File: src/rtl/ard_pkg.sv
package ard_pkg;
  localparam int NROM = 3;
  localparam int NGP  = 8;
  localparam int TGT_W = 4;
  localparam int NSEL = NROM + NGP + 3;

  localparam logic [TGT_W-1:0] TGT_DRAM        = 4'd0;
  localparam logic [TGT_W-1:0] TGT_ROM0        = 4'd1;
  localparam logic [TGT_W-1:0] TGT_GP0         = TGT_ROM0 + 4'(NROM);
  localparam logic [TGT_W-1:0] TGT_LAST_REGION = TGT_GP0 + 4'(NGP) - 4'd1;
  localparam logic [TGT_W-1:0] TGT_CFG         = TGT_LAST_REGION + 4'd1;
  localparam logic [TGT_W-1:0] TGT_EXT         = TGT_CFG + 4'd1;

  localparam int F_EN    = 0;
  localparam int F_IO    = 1;
  localparam int F_TGT   = 2;
  localparam int F_CACHE = 6;
  localparam int F_WP    = 7;
  localparam int F_NX    = 8;
  localparam int F_SIZE  = 9;

  typedef struct packed {
    logic cache;
    logic wp;
    logic nx;
  } attr_t;
endpackage

File: src/rtl/ard_desc_bank.sv
module ard_desc_bank
  import ard_pkg::*;
#(
  parameter int NREG = 16,
  parameter int UW   = 20,
  parameter int AIW  = 5,
  parameter int DW   = F_SIZE + 2 * UW,
  parameter logic [UW-1:0] CFG_RST = 'h000FF
) (
  input  logic                          clk,
  input  logic                          rst,
  input  logic                          cfg_we,
  input  logic [AIW-1:0]                cfg_addr,
  input  logic [DW-1:0]                 cfg_wdata,
  output logic [NREG-1:0]               d_en,
  output logic [NREG-1:0]               d_io,
  output logic [NREG-1:0][TGT_W-1:0]    d_tgt,
  output attr_t [NREG-1:0]              d_attr,
  output logic [NREG-1:0][UW-1:0]       d_base,
  output logic [NREG-1:0][UW-1:0]       d_size,
  output logic [UW-1:0]                 cfg_base
);
  localparam int F_BASE = F_SIZE + UW;

  for (genvar g = 0; g < NREG; g++) begin : g_slot
    logic hit_w;
    assign hit_w = cfg_we && (cfg_addr == AIW'(g));
    always_ff @(posedge clk) begin
      if (rst) begin
        d_en[g]   <= 1'b0;
        d_io[g]   <= 1'b0;
        d_tgt[g]  <= '0;
        d_attr[g] <= '0;
        d_base[g] <= '0;
        d_size[g] <= '0;
      end else if (hit_w) begin
        d_en[g]         <= cfg_wdata[F_EN];
        d_io[g]         <= cfg_wdata[F_IO];
        d_tgt[g]        <= cfg_wdata[F_TGT +: TGT_W];
        d_attr[g].cache <= cfg_wdata[F_CACHE];
        d_attr[g].wp    <= cfg_wdata[F_WP];
        d_attr[g].nx    <= cfg_wdata[F_NX];
        d_size[g]       <= cfg_wdata[F_SIZE +: UW];
        d_base[g]       <= cfg_wdata[F_BASE +: UW];
      end
    end
  end

  always_ff @(posedge clk) begin
    if (rst)
      cfg_base <= CFG_RST;
    else if (cfg_we && (cfg_addr == AIW'(NREG)))
      cfg_base <= cfg_wdata[UW-1:0];
  end
endmodule

File: src/rtl/ard_region_match.sv
module ard_region_match
  import ard_pkg::*;
#(
  parameter int UW = 20
) (
  input  logic             en,
  input  logic             io,
  input  logic [TGT_W-1:0] tgt,
  input  logic [UW-1:0]    base,
  input  logic [UW-1:0]    size,
  input  logic [UW-1:0]    mem_unit,
  input  logic [UW-1:0]    io_unit,
  input  logic             acc_io,
  output logic             match
);
  logic [UW-1:0] unit;
  logic [UW-1:0] offs;

  assign unit = io ? io_unit : mem_unit;
  assign offs = unit - base;

  assign match = en && (io == acc_io) && (tgt <= TGT_LAST_REGION) &&
                 (size != '0) && (unit >= base) && (offs < size);
endmodule

File: src/rtl/ard_prio_sel.sv
module ard_prio_sel #(
  parameter int NREG = 16,
  parameter int IW   = (NREG > 1) ? $clog2(NREG) : 1
) (
  input  logic [NREG-1:0] match,
  output logic            found,
  output logic [IW-1:0]   idx
);
  always_comb begin
    found = 1'b0;
    idx   = '0;
    for (int i = NREG - 1; i >= 0; i--) begin
      if (match[i]) begin
        found = 1'b1;
        idx   = IW'(i);
      end
    end
  end
endmodule

File: src/rtl/ard_viol_reg.sv
module ard_viol_reg (
  input  logic clk,
  input  logic rst,
  input  logic wp_evt,
  input  logic nx_evt,
  output logic viol_wp,
  output logic viol_nx
);
  always_ff @(posedge clk) begin
    if (rst) begin
      viol_wp <= 1'b0;
      viol_nx <= 1'b0;
    end else begin
      viol_wp <= wp_evt;
      viol_nx <= nx_evt;
    end
  end
endmodule

File: src/rtl/addr_region_decoder.sv
module addr_region_decoder
  import ard_pkg::*;
#(
  parameter int NREG       = 16,
  parameter int AW         = 32,
  parameter int PAGE_SHIFT = 12,
  parameter int IO_W       = 16,
  parameter int CFG_PAGES  = 1,
  parameter logic [AW-PAGE_SHIFT-1:0] CFG_RST = 'h000FF,
  localparam int UW  = AW - PAGE_SHIFT,
  localparam int IW  = (NREG > 1) ? $clog2(NREG) : 1,
  localparam int AIW = $clog2(NREG + 1),
  localparam int DW  = F_SIZE + 2 * UW
) (
  input  logic             clk,
  input  logic             rst,
  input  logic             cfg_we,
  input  logic [AIW-1:0]   cfg_addr,
  input  logic [DW-1:0]    cfg_wdata,
  input  logic             acc_valid,
  input  logic [AW-1:0]    acc_addr,
  input  logic             acc_io,
  input  logic             acc_write,
  input  logic             acc_fetch,
  output logic [TGT_W-1:0] tgt_code,
  output logic             hit_valid,
  output logic [IW-1:0]    hit_idx,
  output logic             attr_cache,
  output logic             attr_wp,
  output logic             attr_nx,
  output logic             acc_block,
  output logic             sel_dram,
  output logic [NROM-1:0]  sel_rom,
  output logic [NGP-1:0]   sel_gp,
  output logic             sel_cfg,
  output logic             sel_ext,
  output logic             viol_wp,
  output logic             viol_nx
);
  logic [NREG-1:0]            d_en, d_io;
  logic [NREG-1:0][TGT_W-1:0] d_tgt;
  attr_t [NREG-1:0]           d_attr;
  logic [NREG-1:0][UW-1:0]    d_base, d_size;
  logic [UW-1:0]              cfg_base;

  ard_desc_bank #(
    .NREG(NREG), .UW(UW), .AIW(AIW), .DW(DW), .CFG_RST(CFG_RST)
  ) u_bank (
    .clk(clk), .rst(rst), .cfg_we(cfg_we), .cfg_addr(cfg_addr),
    .cfg_wdata(cfg_wdata), .d_en(d_en), .d_io(d_io), .d_tgt(d_tgt),
    .d_attr(d_attr), .d_base(d_base), .d_size(d_size), .cfg_base(cfg_base)
  );

  logic [UW-1:0] mem_unit, io_unit, cfg_offs;
  assign mem_unit = acc_addr[AW-1:PAGE_SHIFT];
  assign io_unit  = UW'(acc_addr[IO_W-1:0]);

  logic [NREG-1:0] match;
  for (genvar g = 0; g < NREG; g++) begin : g_match
    ard_region_match #(.UW(UW)) u_m (
      .en(d_en[g]), .io(d_io[g]), .tgt(d_tgt[g]), .base(d_base[g]),
      .size(d_size[g]), .mem_unit(mem_unit), .io_unit(io_unit),
      .acc_io(acc_io), .match(match[g])
    );
  end

  logic          found;
  logic [IW-1:0] win;
  ard_prio_sel #(.NREG(NREG), .IW(IW)) u_prio (
    .match(match), .found(found), .idx(win)
  );

  logic cfg_hit;
  assign cfg_offs = mem_unit - cfg_base;
  assign cfg_hit  = !acc_io && (mem_unit >= cfg_base) && (cfg_offs < UW'(CFG_PAGES));

  attr_t attr;
  always_comb begin
    attr      = '0;
    hit_valid = 1'b0;
    hit_idx   = '0;
    if (cfg_hit) begin
      tgt_code = TGT_CFG;
    end else if (found) begin
      tgt_code  = d_tgt[win];
      hit_valid = 1'b1;
      hit_idx   = win;
      if (!acc_io) attr = d_attr[win];
    end else begin
      tgt_code = acc_io ? TGT_EXT : TGT_DRAM;
    end
  end

  assign attr_cache = attr.cache;
  assign attr_wp    = attr.wp;
  assign attr_nx    = attr.nx;

  logic wp_evt, nx_evt, go;
  assign wp_evt    = acc_valid && acc_write && attr.wp;
  assign nx_evt    = acc_valid && acc_fetch && !acc_write && attr.nx;
  assign acc_block = wp_evt || nx_evt;
  assign go        = acc_valid && !acc_block;

  assign sel_dram = go && (tgt_code == TGT_DRAM);
  assign sel_cfg  = go && (tgt_code == TGT_CFG);
  assign sel_ext  = go && (tgt_code == TGT_EXT);
  for (genvar g = 0; g < NROM; g++) begin : g_rom
    assign sel_rom[g] = go && (tgt_code == TGT_ROM0 + TGT_W'(g));
  end
  for (genvar g = 0; g < NGP; g++) begin : g_gp
    assign sel_gp[g] = go && (tgt_code == TGT_GP0 + TGT_W'(g));
  end

  ard_viol_reg u_viol (
    .clk(clk), .rst(rst), .wp_evt(wp_evt), .nx_evt(nx_evt),
    .viol_wp(viol_wp), .viol_nx(viol_nx)
  );
endmodule

File: config.mk
export PLATFORM = sky130hd
export DESIGN_NAME = addr_region_decoder
export DESIGN_NICKNAME = d
export VERILOG_FILES = /design/src/rtl/ard_pkg.sv /design/src/rtl/ard_desc_bank.sv /design/src/rtl/ard_region_match.sv /design/src/rtl/ard_prio_sel.sv /design/src/rtl/ard_viol_reg.sv /design/src/rtl/addr_region_decoder.sv
export SDC_FILE = /design/constraint.sdc
export NUM_CORES = 2
export LEC_CHECK = 0
export ABC_CLOCK_PERIOD_IN_PS = 9440
export BUFFER_PORTS_ARGS = -buffer_cell sky130_fd_sc_hd__buf_2
export CAP_MARGIN = 0
export CORE_MARGIN = 1
export CORE_UTILIZATION = 40
export DETAILED_ROUTE_END_ITERATION = 12
export HOLD_SLACK_MARGIN = 0.05
export PLACE_DENSITY_LB_ADDON = 0.12
export SYNTH_ARGS = -nofsm -noshare
export SYNTH_HDL_FRONTEND = slang
export SYNTH_HIERARCHICAL = 1
export SYNTH_SLANG_ARGS = --single-unit
File: constraint.sdc
create_clock -name clk -period 9.44 [get_ports clk]
set_input_delay 1.888 -clock clk [delete_from_list [all_inputs] [get_ports clk]]
set_output_delay 1.888 -clock clk [all_outputs]
set_load 0.02 [all_outputs]
==> impl_results.md <==
* Synth top area cells: dfxtp_1, mux2i_1, ha_1
* Combinational fraction of design power at 0.245
* CP Launch Type: primary input
* Initial core utilization at 0.403
* 1st-pass router iterations at 5
* CTS buffer count at 102
* Vias in the first global route at 56.5k
* Worst R2R Start: u_bank/d_io[2]
* Routability cong. at 0.934
* Netlist cell types at 102
* Worst path max stage delay at 580 ps
* Max_slew headroom at 0.210
* Critical Path Start: acc_addr[14]
* Leak Pwr at 0.0360 uW
* Post-synth EDFFs at 0
* Post-synth top cells: nand2b_1, mux2i_1, dfxtp_1
* Max Slew Vio Count at 0
* Htree depth at 3
* Fin nets at 9152
* Internal at 6960 uW
* Period utilisation layout at 1.11
* Clock Skew at 22.9 ps
* Total gr overflow at 0
* FILL cells at 15.2k
* Fin. Hold Viols at 0
* Failing checks: negative setup slack
* Vias per cell at 5.48
* Final HPWL DP at 183 mm
* Dominant cell type by area after synthesis: dfxtp_1
* YS warnings at 6
* Top-area cell type share of the netlist area at 0.253
* Clock root cell: clkbuf_16
* Vias at 57.9k
* Power share of the clock group at 0.415
* Avg Cell Area, Syn at 8.78 um2
* Tmin final at 10470 ps
* Max rail drop VDD at 0.000170 V
* Pwr Density at 126 nW/um2
* Multi-input gate area at 44900 um2
* CTS Buffer Depth at 3
* Ys async rst share at 0
* # Max-Cap Violations at 0
* Initial DRC count at 4674
* Sw frac at 0.313
* R2R depth at 30
* Io pins at 122
* Buffers on Ports at 121
* Worst R2R Setup Slack at 2790 ps
* Total Routing Usage GR at 0.325
* Remaining DRCs at 0
* Mapped cell area at 63800 um2
* CTS tree: built
* Status: finished with violations
* Sequential power share at 0.340
* DP Area at 75000 um2
* Crit. End Element: output port
* Overall power at 10100 uW
* Switching power at 3170 uW
* Hold Crit Depth at 2
* Setup CP Type: primary input to output port
* Largest net degree at the start of global routing at 236
* Row cnt at 146
* Area of the die at 161000 um2
* First-pass GRT wire length at 385 mm
* Register area at 16100 um2
* Die Ht at 401 um
* Prevailing post-synth register cell: dfxtp_1
* Post-route cell area at 80300 um2
* Core Region at 158000 um2
* Slowest cell on the critical path: or4_4
* Worst skew pair latency at 750 ps
* Die Width at 401 um
* Yosys reg bits at 806
* CTS Sinks at 806
* Hold Crit Class: flip-flop to flip-flop
* Clk slew on worst S/H paths at 60 ps
* Initial antenna violation count at 27
* R2r endpoint: u_viol/viol_wp
* Routed Antenna Nets at 0
* RSZ-0062 raised after global routing: yes
* FMAX at 95.5 MHz
* DRT Wirelength at 269 mm
* Critical Path Sink: sel_gp[7]
* Area growth, synth to finish at 25.8%
* CP Max Fanout at 8
* Worst Tran Pin Value at 1180 ps
* WL/cell at 25.4 um
* Crit path arrival time at 8580 ps
* Post-route setup slack at -1030 ps
* Final setup violation count at 22
* Fraction of layout instances using a drive strength above 1 at 0.264
* Post-synthesis sequential area ratio at 0.253
* Critical path data required time at 7550 ps
* Top-count cell post-synth: nand2b_1
* Synth Instances at 7269
==> area by class of cell <==
class                   count  share of cell area
clock buffers             137              0.0354
diodes                      2           0.0000623
flip-flops and latches    806               0.201
multi-input cells        5432               0.560
repair buffers           1340               0.129
inverters                 717              0.0335
well taps                2072              0.0323
clock inverters            53             0.00877
==> power by group through the flow <==
stage	logic (uW)	registers [uW]	clock network, uW
2_1_floorplan	1310	3510	0
3_3_place_gp	2350	3520	0
3_5_place_dp	2380	3520	0
4_1_cts	2440	3450	4270
5_1_grt	2680	3450	4380
6_report	2480	3450	4200
==> sequential cells by signal, summed over array words and instances, names as in the netlist <==
register         cells
u_bank/d_size      320
u_bank/d_attr       48
u_viol/viol_wp       1
u_bank/d_tgt        64
u_bank/d_en         16
u_bank/cfg_base     20
u_viol/viol_nx       1
u_bank/d_io         16
u_bank/d_base      320
==> cells by family after synthesis <==
logic type / synth area share
DFF: 0.253
adders and majority gates: 0.131
and+or+nand+nor: 0.182
other: 0.0000587
muxes: 0.199
AOI/OAI and AO/OA: 0.131
xor gates and xnor gates: 0.0357
buffers and inverters: 0.0688
==> metrics by stage <==
stage | TNS, ps | instances | utilization | setup WS (ps) | hold WS [ps]
6_report | -17720 | 10559 | 0.507 | -1030 | 473
5_1_grt | -22620 | 10557 | 0.507 | -1260 | 489
4_1_cts | -16060 | 10537 | 0.504 | -933 | 476
3_5_place_dp | -34190 | 10311 | 0.473 | -1740 | 462
3_3_place_gp | -32420 | 10311 | 0.473 | -1680 | 458
2_1_floorplan | -17.3 | 7332 | - | -5.75 | 446
==> cells in the final DEF (no fill, tap or decap), types with 22 or more instances in the layout <==
master	count
conb_1	64
a21o_1	111
and2_1	24
nor2b_1	42
a21oi_2	33
a21oi_1	377
nand2b_1	833
nor4_1	94
nor2_1	265
buf_4	1170
clkbuf_16	102
nand3_1	155
mux2i_1	835
buf_2	94
nand2b_2	23
ha_1	627
mux2_2	303
xnor2_1	148
a31oi_1	32
o21ai_2	22
buf_12	27
dfxtp_1	806
xor2_1	112
inv_1	716
a211oi_1	35
and3_1	34
o21ai_0	128
mux4_2	33
buf_6	40
nor3_1	39
nand4_1	77
o21ai_1	58
nand2_1	281
o211ai_1	51
o21a_1	33
==> critical path: cells and delay by family <==
kind	cells	cell delay [ps]
buffers and inverters	5	740
multiplexers	3	1250
adder cells (fa/ha/maj)	2	610
AO/OA/AOI/OAI	11	1950
AND/OR/NAND/NOR	11	2120
==> worst min-delay path by stage <==
stage	start	slack, ps	endpoint
floorplan	u_bank/d_tgt[4]	450	u_bank/d_tgt[4]
global placement	u_bank/d_base[30]	460	u_bank/d_base[30]
detailed placement	u_bank/d_base[36]	460	u_bank/d_base[36]
CTS	u_bank/d_tgt[8]	480	u_bank/d_tgt[8]
global route	u_bank/d_base[145]	490	u_bank/d_base[145]
finish	u_bank/d_base[1]	470	u_bank/d_base[1]
==> what timing repair did <==
action / in CTS / in global routing
hold buffers: 0 / 0
gates resized for setup: 223 / 92
gates cloned: 2 / 0
pin swaps: 84 / 66
setup endpoints to repair: 27 / 27
setup buffers: 35 / 23
hold endpoints to repair: 0 / 0
==> metal layers <==
layer	track usage	up-vias	part of all wire	routed length, um
li1	-	27647	-	-
met1	0.435	28160	0.45	120000
met2	0.512	1646	0.44	118000
met3	0.0535	445	0.065	17500
met4	0.141	2	0.049	13200
met5	0	-	0.000048	13
(Power assumes the default switching activity.)
